==> src/rtl/boot_seq_pkg.sv <==
package boot_seq_pkg;
  typedef enum logic [1:0] {
    BOOT_FREE = 2'd0,
    BOOT_BYTE = 2'd1,
    BOOT_HOST = 2'd2
  } boot_mode_e;
endpackage

==> src/rtl/boot_mode_latch.sv <==
module boot_mode_latch
  import boot_seq_pkg::*;
#(
  parameter int MODE_W = 3,
  parameter logic [MODE_W-1:0] BYTE_CODE = 3'b000,
  parameter logic [MODE_W-1:0] HOST_CODE = 3'b101
) (
  input  logic              clk,
  input  logic              rst,
  input  logic [MODE_W-1:0] mode_pins,
  output boot_mode_e        boot_mode
);

  boot_mode_e decoded;

  always_comb begin
    if (mode_pins == HOST_CODE)      decoded = BOOT_HOST;
    else if (mode_pins == BYTE_CODE) decoded = BOOT_BYTE;
    else                             decoded = BOOT_FREE;
  end

  // Sampled on every reset edge; the last one before release wins.
  always_ff @(posedge clk) begin
    if (rst) boot_mode <= decoded;
  end

  // mode frozen once out of reset
  a_r1_mode_frozen: assert property (@(posedge clk) disable iff (rst)
    !$past(rst) |-> $stable(boot_mode));

endmodule

==> src/rtl/boot_burst_counter.sv <==
module boot_burst_counter #(
  parameter int BURST_WORDS = 32,
  localparam int CNT_W = $clog2(BURST_WORDS + 1)
) (
  input  logic clk,
  input  logic rst,
  input  logic en,
  input  logic wr_stb,
  output logic burst_last
);

  logic [CNT_W-1:0] cnt;

  assign burst_last = en && wr_stb && (cnt == CNT_W'(BURST_WORDS - 1));

  always_ff @(posedge clk) begin
    if (rst)              cnt <= '0;
    else if (en && wr_stb) cnt <= cnt + 1'b1;
  end

  // count never runs past the burst length
  a_r3_cnt_range: assert property (@(posedge clk) disable iff (rst)
    cnt <= CNT_W'(BURST_WORDS));

endmodule

==> src/rtl/boot_host_release.sv <==
module boot_host_release #(
  parameter int ADDR_W = 14
) (
  input  logic              en,
  input  logic              wr_stb,
  input  logic [ADDR_W-1:0] wr_addr,
  output logic              host_hit
);

  assign host_hit = en && wr_stb && (wr_addr == '0);

endmodule

==> src/rtl/boot_holdoff_seq.sv <==
module boot_holdoff_seq
  import boot_seq_pkg::*;
#(
  parameter int ADDR_W      = 14,
  parameter int BURST_WORDS = 32,
  parameter int MODE_W      = 3,
  parameter logic [MODE_W-1:0] BYTE_CODE = 3'b000,
  parameter logic [MODE_W-1:0] HOST_CODE = 3'b101
) (
  input  logic              clk,
  input  logic              rst,
  input  logic [MODE_W-1:0] mode_pins,
  input  logic              pm_wr,
  input  logic [ADDR_W-1:0] pm_addr,
  output logic              core_run,
  output logic [ADDR_W-1:0] start_addr
);

  boot_mode_e boot_mode;
  logic       byte_en, host_en;
  logic       burst_last, host_hit;

  boot_mode_latch #(
    .MODE_W(MODE_W), .BYTE_CODE(BYTE_CODE), .HOST_CODE(HOST_CODE)
  ) u_mode (
    .clk(clk), .rst(rst), .mode_pins(mode_pins), .boot_mode(boot_mode)
  );

  assign byte_en = !core_run && (boot_mode == BOOT_BYTE);
  assign host_en = !core_run && (boot_mode == BOOT_HOST);

  boot_burst_counter #(.BURST_WORDS(BURST_WORDS)) u_burst (
    .clk(clk), .rst(rst), .en(byte_en), .wr_stb(pm_wr),
    .burst_last(burst_last)
  );

  boot_host_release #(.ADDR_W(ADDR_W)) u_host (
    .en(host_en), .wr_stb(pm_wr), .wr_addr(pm_addr), .host_hit(host_hit)
  );

  always_ff @(posedge clk) begin
    if (rst) begin
      core_run <= 1'b0;
    end else if (!core_run) begin
      unique case (boot_mode)
        BOOT_BYTE: core_run <= burst_last;
        BOOT_HOST: core_run <= host_hit;
        default:   core_run <= 1'b1;
      endcase
    end
  end

  assign start_addr = '0;

  // run enable cleared by reset
  a_r2_reset_low: assert property (@(posedge clk)
    rst |=> !core_run);

  // sticky once released
  a_r8_sticky: assert property (@(posedge clk) disable iff (rst)
    core_run |=> core_run);

  // host address-zero write releases
  a_r6_host_release: assert property (@(posedge clk) disable iff (rst)
    (boot_mode == BOOT_HOST && pm_wr && pm_addr == '0) |=> core_run);

  // nothing but an address-zero write releases host boot
  a_r5_host_hold: assert property (@(posedge clk) disable iff (rst)
    (boot_mode == BOOT_HOST && !core_run && !(pm_wr && pm_addr == '0))
      |=> !core_run);

  // free modes release at once
  a_r7_free_run: assert property (@(posedge clk) disable iff (rst)
    (boot_mode == BOOT_FREE) |=> core_run);

  // byte boot holds without a final burst write
  a_r3_byte_hold: assert property (@(posedge clk) disable iff (rst)
    (boot_mode == BOOT_BYTE && !core_run && !burst_last) |=> !core_run);

endmodule

==> config.mk <==
export PLATFORM = sky130hd
export DESIGN_NAME = boot_holdoff_seq
export DESIGN_NICKNAME = d
export VERILOG_FILES = /design/src/rtl/boot_seq_pkg.sv /design/src/rtl/boot_mode_latch.sv /design/src/rtl/boot_burst_counter.sv /design/src/rtl/boot_host_release.sv /design/src/rtl/boot_holdoff_seq.sv
export SDC_FILE = /design/constraint.sdc
export NUM_CORES = 1
export LEC_CHECK = 0
export BUFFER_PORTS_ARGS = -buffer_cell sky130_fd_sc_hd__buf_2
export CAP_MARGIN = 20
export CORE_MARGIN = 10
export CORE_UTILIZATION = 43
export CTS_CLUSTER_SIZE = 28
export DETAILED_ROUTE_END_ITERATION = 16
export GPL_TIMING_DRIVEN = 0
export PLACE_DENSITY = 0.8
export SLEW_MARGIN = 30
export SYNTH_ARGS = -nofsm -noshare
export SYNTH_HDL_FRONTEND = slang
export SYNTH_HIERARCHICAL = 1
export SYNTH_SLANG_ARGS = --single-unit
export TNS_END_PERCENT = 10
==> constraint.sdc <==
create_clock -name clk -period 3.7 [get_ports clk]
set_input_delay 1.11 -clock clk [delete_from_list [all_inputs] [get_ports clk]]
set_output_delay 1.11 -clock clk [all_outputs]
set_load 0.01 [all_outputs]
=== After elaboration in Yosys (flattened, before gate mapping) ===
Index checks and enable logic that the tools add are counted.

* Logic and storage cells: 20
* Input port bits: 20
* Output and inout port bits: 15
* Bits in registers: 9

* Add/subtract/negate cells: 1
* Muxes and demuxes: 3
* Eq/ne operators: 4
* Reductions and logical operators: 9

{| class="wikitable"
|+ Operators by type and width
! operator !! number
|-
| $logic_not A14 Y1 || 1
|-
| $add A6 B1 Y6 const B || 1
|-
| $eq A6 B5 Y1 const B || 1
|-
| $logic_and A1 B1 Y1 || 6
|-
| $eq A3 B3 Y1 const B || 1
|-
| $logic_not A3 Y1 || 1
|-
| $eq A2 B1 Y1 const B || 1
|-
| $eq A2 B2 Y1 const B || 1
|-
| $mux W1 || 2
|-
| $pmux W1 S2 || 1
|-
| $logic_not A1 Y1 || 1
|}

=== Logic depth before layout (Yosys ltp) ===
Gate-level depths: netlist of run 1.

* Word-level depth: 6
* Mapped depth: 7

=== Modules after synthesis ===
Netlist of run 1, hierarchy kept.

{| class="wikitable"
|+ By module, submodules not included
! module !! cells each !! area an instance (sq um) !! times used !! seq. area each (sq um)
|-
| boot_burst_counter || 30 || 257.7 || 1 || 120.1
|-
| boot_holdoff_seq || 25 || 195.2 || 1 || 20.0
|-
| boot_mode_latch || 4 || 73.8 || 1 || 60.1
|-
| boot_host_release || 5 || 37.5 || 1 || 0.0
|}

=== Worst setup path before layout of run 1 ===
No wires, ideal clock.

* Path kind: input-to-reg
* Start point: input pm_addr[2]
* End point: register core_run
* Cell stages on the path: 4
* Data required time: 3.630 ns
* Arrival: 1.732 ns
* Setup slack: 1.898 ns
* Library setup time: 0.070 ns
* Path through: nor4_1 and4_1 a211oi_2 a21oi_1

* Cells in the longest elaborated chain, start to end: 4

{| class="wikitable"
|+ Ends and longest elaborated chain
! what !! RTL line !! text
|-
| from (decl) || boot_holdoff_seq.sv:14 || <nowiki>input logic [ADDR_W-1:0] pm_addr,</nowiki>
|-
| $logic_not A14 Y1 || boot_host_release.sv:10 || <nowiki>assign host_hit = en && wr_stb && (wr_addr == '0);</nowiki>
|-
| $logic_and A1 B1 Y1 || boot_host_release.sv:10 ||
|-
| via host_hit || boot_holdoff_seq.sv:21 || <nowiki>logic burst_last, host_hit;</nowiki>
|-
| $pmux W1 S2 || boot_holdoff_seq.sv:45 || <nowiki>unique case (boot_mode)</nowiki>
|-
| $mux W1 || boot_holdoff_seq.sv:44 || <nowiki>end else if (!core_run) begin</nowiki>
|-
| to (signal assigned) || boot_holdoff_seq.sv:46 || <nowiki>BOOT_BYTE: core_run <= burst_last;</nowiki>
|-
| to (signal assigned) || boot_holdoff_seq.sv:47 || <nowiki>BOOT_HOST: core_run <= host_hit;</nowiki>
|-
| to (decl) || boot_holdoff_seq.sv:15 || <nowiki>output logic core_run,</nowiki>
|}

The timed path passes the listed nets, and every way through them passes these cells.
A chain may end at the register's enable or synchronous reset.

=== Worst setup path in the final report of run 1 ===
* Start point: register core_run
* End point: output core_run

No word-level cell between the ends.

==> results of run 1 <==
[logic make-up after synthesis]
kind of cell,synth area share (%)
xor+xnor,3.10
buf+inv,20.6
fa+ha+maj,6.65
simple gates,24.2
flops,35.5
other cells,0.665
compound gates,9.31
[worst min-delay path: cells and delay by family, from the launching register on]
family / cells / cell delay, ns
AOI/OAI and AO/OA: 2 / 0.13
DFF: 1 / 0.32
[flip-flops by register name, summed over array words and instances, names as in the netlist]
register,flops
u_mode/boot_mode,2
core_run,1
u_burst/cnt,6
[where the power goes]
group | total (W) | switching [W] | internal (W)
combinational | 0.0000431 | 0.0000198 | 0.0000233
clock | 0.0000727 | 0.0000314 | 0.0000414
sequential | 0.000107 | 0.00000302 | 0.000104
[placed cells by master, fill, tap and decap left out, drive strengths merged]
cell    instances
a211oi          1
a21oi           5
and3b           1
and4            1
buf            34
clkbuf          4
conb           14
dfxtp           7
edfxtp          2
ha              3
inv             3
nand2           4
nand3           3
nand4           1
nor2            2
nor2b           2
nor3            2
nor4            3
nor4bb          1
o21ai           3
or3             3
xnor2           1
xor2            1
[routing by layer]
metal	track usage (%)	vias to the layer above	routed length, µm
li1	-	270	-
met1	9.22	217	534
met2	12.6	29	527
met3	5.24	2	200
met4	3.07	0	12
met5	0	-	0
[layout make-up]
| cell class | instances | area share, % |
|---|---|---|
| buffer | 14 | 13.9 |
| clock buffer | 4 | 3.47 |
| inverter | 3 | 1.49 |
| multi-input combinational | 51 | 39.2 |
| sequential | 9 | 26.4 |
| tap | 14 | 2.31 |
| timing repair buffer | 20 | 13.2 |
[final timing paths]
kind,startpoint,to,depth (start not counted)
setup / recovery,core_run$_SDFF_PP0_,core_run,1
hold / removal,u_burst/cnt[4]$_SDFFE_PP0P_,u_burst/cnt[4]$_SDFFE_PP0P_,2
setup reg to reg,u_mode/boot_mode[1]$_SDFFCE_PN1P_,u_burst/cnt[5]$_SDFFE_PP0P_,6
hold reg to reg,u_burst/cnt[4]$_SDFFE_PP0P_,u_burst/cnt[4]$_SDFFE_PP0P_,2
[stage by stage]
stage                     cells  hold slack, ns  util [%]  cell area, µm²  setup WS (ns)
after floorplan              77           0.448         -             613           1.90
after global placement      111           0.464      62.4             731           1.70
after detailed placement    111           0.477      62.4             731           1.67
after CTS                   115           0.486      64.6             757           1.78
after global routing        115           0.533      64.6             757           1.73
final                       115           0.488      64.6             757           1.79
==> run metrics, run 1 <==
number of cell rows=12; remaining antenna violation count after routing=0; area growth from synthesis to layout=34.1%; WL/cell=11.1 µm; CP Launch Type=flop; Sinks on Clock Net=9; Top-Level Pins=35; Storage cell area=200 µm²; peak per-stage delay on the critical path=0.39 ns; Slew Limit Fails=0; required time at the endpoint of the critical path=2.59 ns; Max FO, Critical Path=4; Starting DRT DRC Count=3; total number of vias=518; maximum clock path buffer count=2; wire length of the first global-routing pass=2290 µm; number of vias per cell=4.50; final global-route overflow total=0; Cell Area, Synth=564 µm²; antenna violations before repair=0; aggregate negative setup slack=0 ns; sequential cell area fraction in the yosys report=35.5%; #FFs+latches synth=9; Arrival @ worst endpoint=0.80 ns; post-CTS setup buffers=0; IR Drop Worst-Case VDD=0.000274 V; Multi-input gate area=297 µm²; synthesized area per cell=8.82 µm²; biggest area contributors in the synthesized netlist=dfxtp_1 (25%), buf_4 (19%), edfxtp_1 (11%); RD Place Congestion=0.748; number of nets in the layout=125; total of max-cap violations=0; vias in the first global route=532; prevailing post-synth register cell=dfxtp_1; Synth async-reset ratio=0%; unrepaired setup endpoints after global routing=false; count of instances resized after the clock tree is built=0; root buf cell=clkbuf_4; top-area cell type share of the netlist area=24.8%; total design power=0.000223 W; total count of hold-check failures in the final report=0; CP cell instances=buf_2; max frequency=0.524 GHz; filler instances=112; Leakage Power=0.375 nW; yosys synthesis warning count=6; number of levels in the clock H-tree=1; critical path start-end classification=reg -> out; Commonest cells post-synth=buf_4 (14), dfxtp_1 (7), a21oi_1 (5); count of distinct cell types in the synthesized netlist=23; clock skew after layout=0.00284 ns; post-layout min period=1.91 ns; share of the clock period used by the worst path=51.6%; proportion of layout cells with a drive suffix above 1=38.6%; Post-Syn Instances=64; ANT cells=0; clock latency at the later pin of the worst-skew pair=0.25 ns; total DRC errors in the routed layout=0; largest net degree at the start of global routing=10; count of buffering cells on the critical path with inverters included=1; Core Box Area=1170 µm²; type of the worst min-delay path=reg -> reg; aggregate global-route resource usage=8.35%; cts-stage hold buffer count=0; Clock Pin Slew Worst Setup and Hold Paths=0.06 ns; I/O Buffers=20; total detailed-routing wirelength=1270 µm; status=finished, final reports clean; EDFF count, synth=2; starting utilization of the core area=48.2%; slack of the worst reg-to-reg path=2.07 ns; power density of the placed cells=295 nW/µm²; cell taking the most area after synthesis=dfxtp_1; Crit-path slowest cell=dfxtp_1; number of iterations in the first detailed-routing pass=4; CTS tree=built; number of setup violations in the final report=0; chip width=56.2 µm; critical path's top delay family=flip-flops; total clock buffers created by CTS=3; height of the die=56.2 µm; most common cell in the synthesized netlist=buf_4; Total Die Area=3160 µm²; capturing element type of the critical path=primary output
Power figures use the tool's default switching activity.
==> inputs of run 2 (changes only) <==
Settings changed: ABC_AREA set to 1, CORE_UTILIZATION 43 to 39, PLACE_DENSITY 0.8 to 0.74.
Clock period 3.7 ns to 1.58 ns, I/O delays scaled along.
==> run 2 against run 1 <==
  * Synthesized cell count is 67% higher
  * Worst setup slack worse by 1.6 ns
  * Critical path depth rose by 11
  * Clock power is 140% higher
  * Final cell count grew 41%
  * Flip-flop and latch count unchanged
  * Core utilization shrank 7.2 points
  * Clock skew rose by 0.00087 ns
  * First-iteration DRC count rose to 4.0 times the previous value
  * Global-route usage decreased by 0.29 points
  * Clock-buffer cell count unchanged
  * Via count is 21% higher
==> run metrics, run 2 <==
status=finished, final reports clean; remaining antenna violation count after routing=0; Leakage Power=0.526 nW; sequential cell area fraction in the yosys report=30.1%; filler instances=160; capturing element type of the critical path=flop; detailed-placement wirelength estimate=1220 µm; switching power=0.000150 W; number of flip-flops in the largest register=6; Top-Level Pins=35; end-of-flow core utilization=57.5%; clock skew after layout=0.00371 ns; CP Launch Type=flop; biggest area contributors in the synthesized netlist=dfxtp_1 (21%), buf_4 (16%), inv_1 (14%); synthesized area per cell=6.22 µm²; worst-case reg-to-reg path depth=12; count of distinct cell types in the synthesized netlist=13; total count of hold-check failures in the final report=0; total of max-cap violations=0; top-area cell type share of the netlist area=21.1%; yosys synthesis warning count=6; type of the worst min-delay path=in -> reg; maximum clock path buffer count=2; filler-free cell count of the finished design=162; number of iterations in the first detailed-routing pass=5; height of the die=61.3 µm; unrepaired setup endpoints after global routing=false; Total Die Area=3760 µm²; worst-case setup slack after placement=0.0301 ns; placed cell count=156; Max FO, Critical Path=3; Commonest cells post-synth=inv_1 (24), nand2_1 (24), nor2_1 (21); starting utilization of the core area=42.7%; Critical R2R Capture=core_run$_SDFF_PP0_; I/O Buffers=20; chip width=61.3 µm; share of power burned in registers=45.8%; #FFs+latches synth=9; critical path start-end classification=reg -> reg; hold worst-path end=u_burst/cnt[2]$_SDFFE_PP0P_; vias in the first global route=592; final global-route overflow total=0; Core Box Area=1560 µm²; share of the clock period used by the worst path=90.6%; proportion of layout cells with a drive suffix above 1=30.8%; cell taking the most area after synthesis=dfxtp_1; Arrival @ worst endpoint=1.64 ns; total DRC errors in the routed layout=0; clock latency at the later pin of the worst-skew pair=0.26 ns; number of cell rows=14; RD Place Congestion=0.740; WL/cell=9.02 µm; largest net degree at the start of global routing=6; Hold Path Cell Cnt=2; Sinks on Clock Net=9; ANT cells=0; Combinational Power Share=22.2%; biggest registers after layout=u_burst/cnt: 6 flops, u_mode/boot_mode: 2 flops, core_run: 1 flops; Clock Pin Slew Worst Setup and Hold Paths=0.06 ns; FF-to-FF Start=u_mode/boot_mode[1]$_SDFFCE_PN1P_; Clock power frac=32.0%; startpoint of the lowest-slack hold path=rst; Pint=0.000404 W; aggregate negative setup slack=0 ns; slack of the worst reg-to-reg path=0.15 ns; final critical-path setup slack=0.149 ns; number of vias per cell=3.87; wire length of the first global-routing pass=2300 µm; switching share of total power=27.1%; aggregate global-route resource usage=8.07%; Reg with most FFs=u_burst/cnt; number of setup violations in the final report=0; total clock buffers created by CTS=3; Post-Syn Instances=107; required time at the endpoint of the critical path=1.79 ns; Slew Limit Fails=0; EDFF count, synth=2; worst-case hold slack=0.448 ns; Synth async-reset ratio=0%; post-layout min period=1.43 ns; cts-stage hold buffer count=0; number of levels in the clock H-tree=1; power density of the placed cells=619 nW/µm²; most frequent cells in the layout=inv_1 (24), nand2_1 (24), buf_2 (20), nor2_1 (18), buf_4 (16); total detailed-routing wirelength=1460 µm; total number of vias=627; Cell Area, Synth=666 µm²; max frequency=0.699 GHz; CTS tree=built; number of nets in the layout=170; prevailing post-synth register cell=dfxtp_1; Starting DRT DRC Count=12; antenna violations before repair=0; IR Drop Worst-Case VDD=0.000368 V; root buf cell=clkbuf_4; area growth from synthesis to layout=34.6%
==> run 2: cell type report <==
cell class                      instances  area (µm²)  area share [%]
Tap cell                               16        20.0            2.23
Buffer                                 14         105            11.7
Clock buffer                            4        26.3            2.93
Timing Repair Buffer                   22         115            12.8
Inverter                               24        90.1            10.1
Multi-Input combinational cell         73         339            37.8
Sequential cell                         9         200            22.3
==> run 2: metrics by stage <==
stage / instance area, µm² / power (W)
after floorplan: 714 / 0.000336
after global placement: 835 / 0.000368
after detailed placement: 835 / 0.000372
after CTS: 861 / 0.000556
after global routing: 896 / 0.000600
final: 896 / 0.000554
==> run 2: worst max path at each step <==
stage / startpoint / end / depth (start not counted)
6_report: u_mode/boot_mode[1]$_SDFFCE_PN1P_ / core_run$_SDFF_PP0_ / 12
5_1_grt: u_mode/boot_mode[1]$_SDFFCE_PN1P_ / core_run$_SDFF_PP0_ / 12
4_1_cts: u_mode/boot_mode[1]$_SDFFCE_PN1P_ / core_run$_SDFF_PP0_ / 12
3_5_place_dp: u_mode/boot_mode[1]$_SDFFCE_PN1P_ / core_run$_SDFF_PP0_ / 12
3_3_place_gp: u_mode/boot_mode[1]$_SDFFCE_PN1P_ / core_run$_SDFF_PP0_ / 12
2_1_floorplan: u_mode/boot_mode[1]$_SDFFCE_PN1P_ / core_run$_SDFF_PP0_ / 12
==> run 2: logic make-up (layout without fill, tap and decap cells) <==
| group | after synthesis | after routing | synth area share [%] |
|---|---|---|---|
| XOR/XNOR | 1 | 1 | 1.32 |
| AO/OA/AOI/OAI | 5 | 5 | 3.76 |
| AND/OR/NAND/NOR | 50 | 50 | 29.3 |
| buffers and inverters | 38 | 64 | 29.3 |
| flip-flops | 9 | 9 | 30.1 |
| adder cells (fa/ha/maj) | 3 | 3 | 5.64 |
| other | 1 | 14 | 0.563 |
==> run 2: timing repair <==
action	4_1_cts	5_1_grt
buffers inserted	0	2
endpoints found under the setup margin	0	1
resized for setup	0	6
==> run 2: metal layers <==
layer,vias to the layer above,wire length [µm],global-route usage [%]
li1,361,-,-
met1,240,619,8.08
met2,26,615,12.9
met3,0,228,4.53
met4,0,0,4.89
met5,-,0,0
==> run 2: power groups by stage <==
stage          sequential, W  clock (W)  combinational, W
2_1_floorplan       0.000257          0         0.0000786
3_3_place_gp        0.000257          0          0.000111
3_5_place_dp        0.000258          0          0.000115
4_1_cts             0.000252   0.000188          0.000115
5_1_grt             0.000255   0.000202          0.000143
6_report            0.000254   0.000177          0.000123
==> run 2: worst max-delay path, stage by stage (launching register included) <==
cell and delay, ns:
edfxtp_1 0.38, inv_1 0.07, ha_2 0.16, inv_1 0.06, nor2_4 0.10, nand3_2 0.09, nor2_2 0.13, nand2_1 0.08
nor2_2 0.09, nand2_1 0.06, nand3_1 0.08, nand2_1 0.05, inv_1 0.04
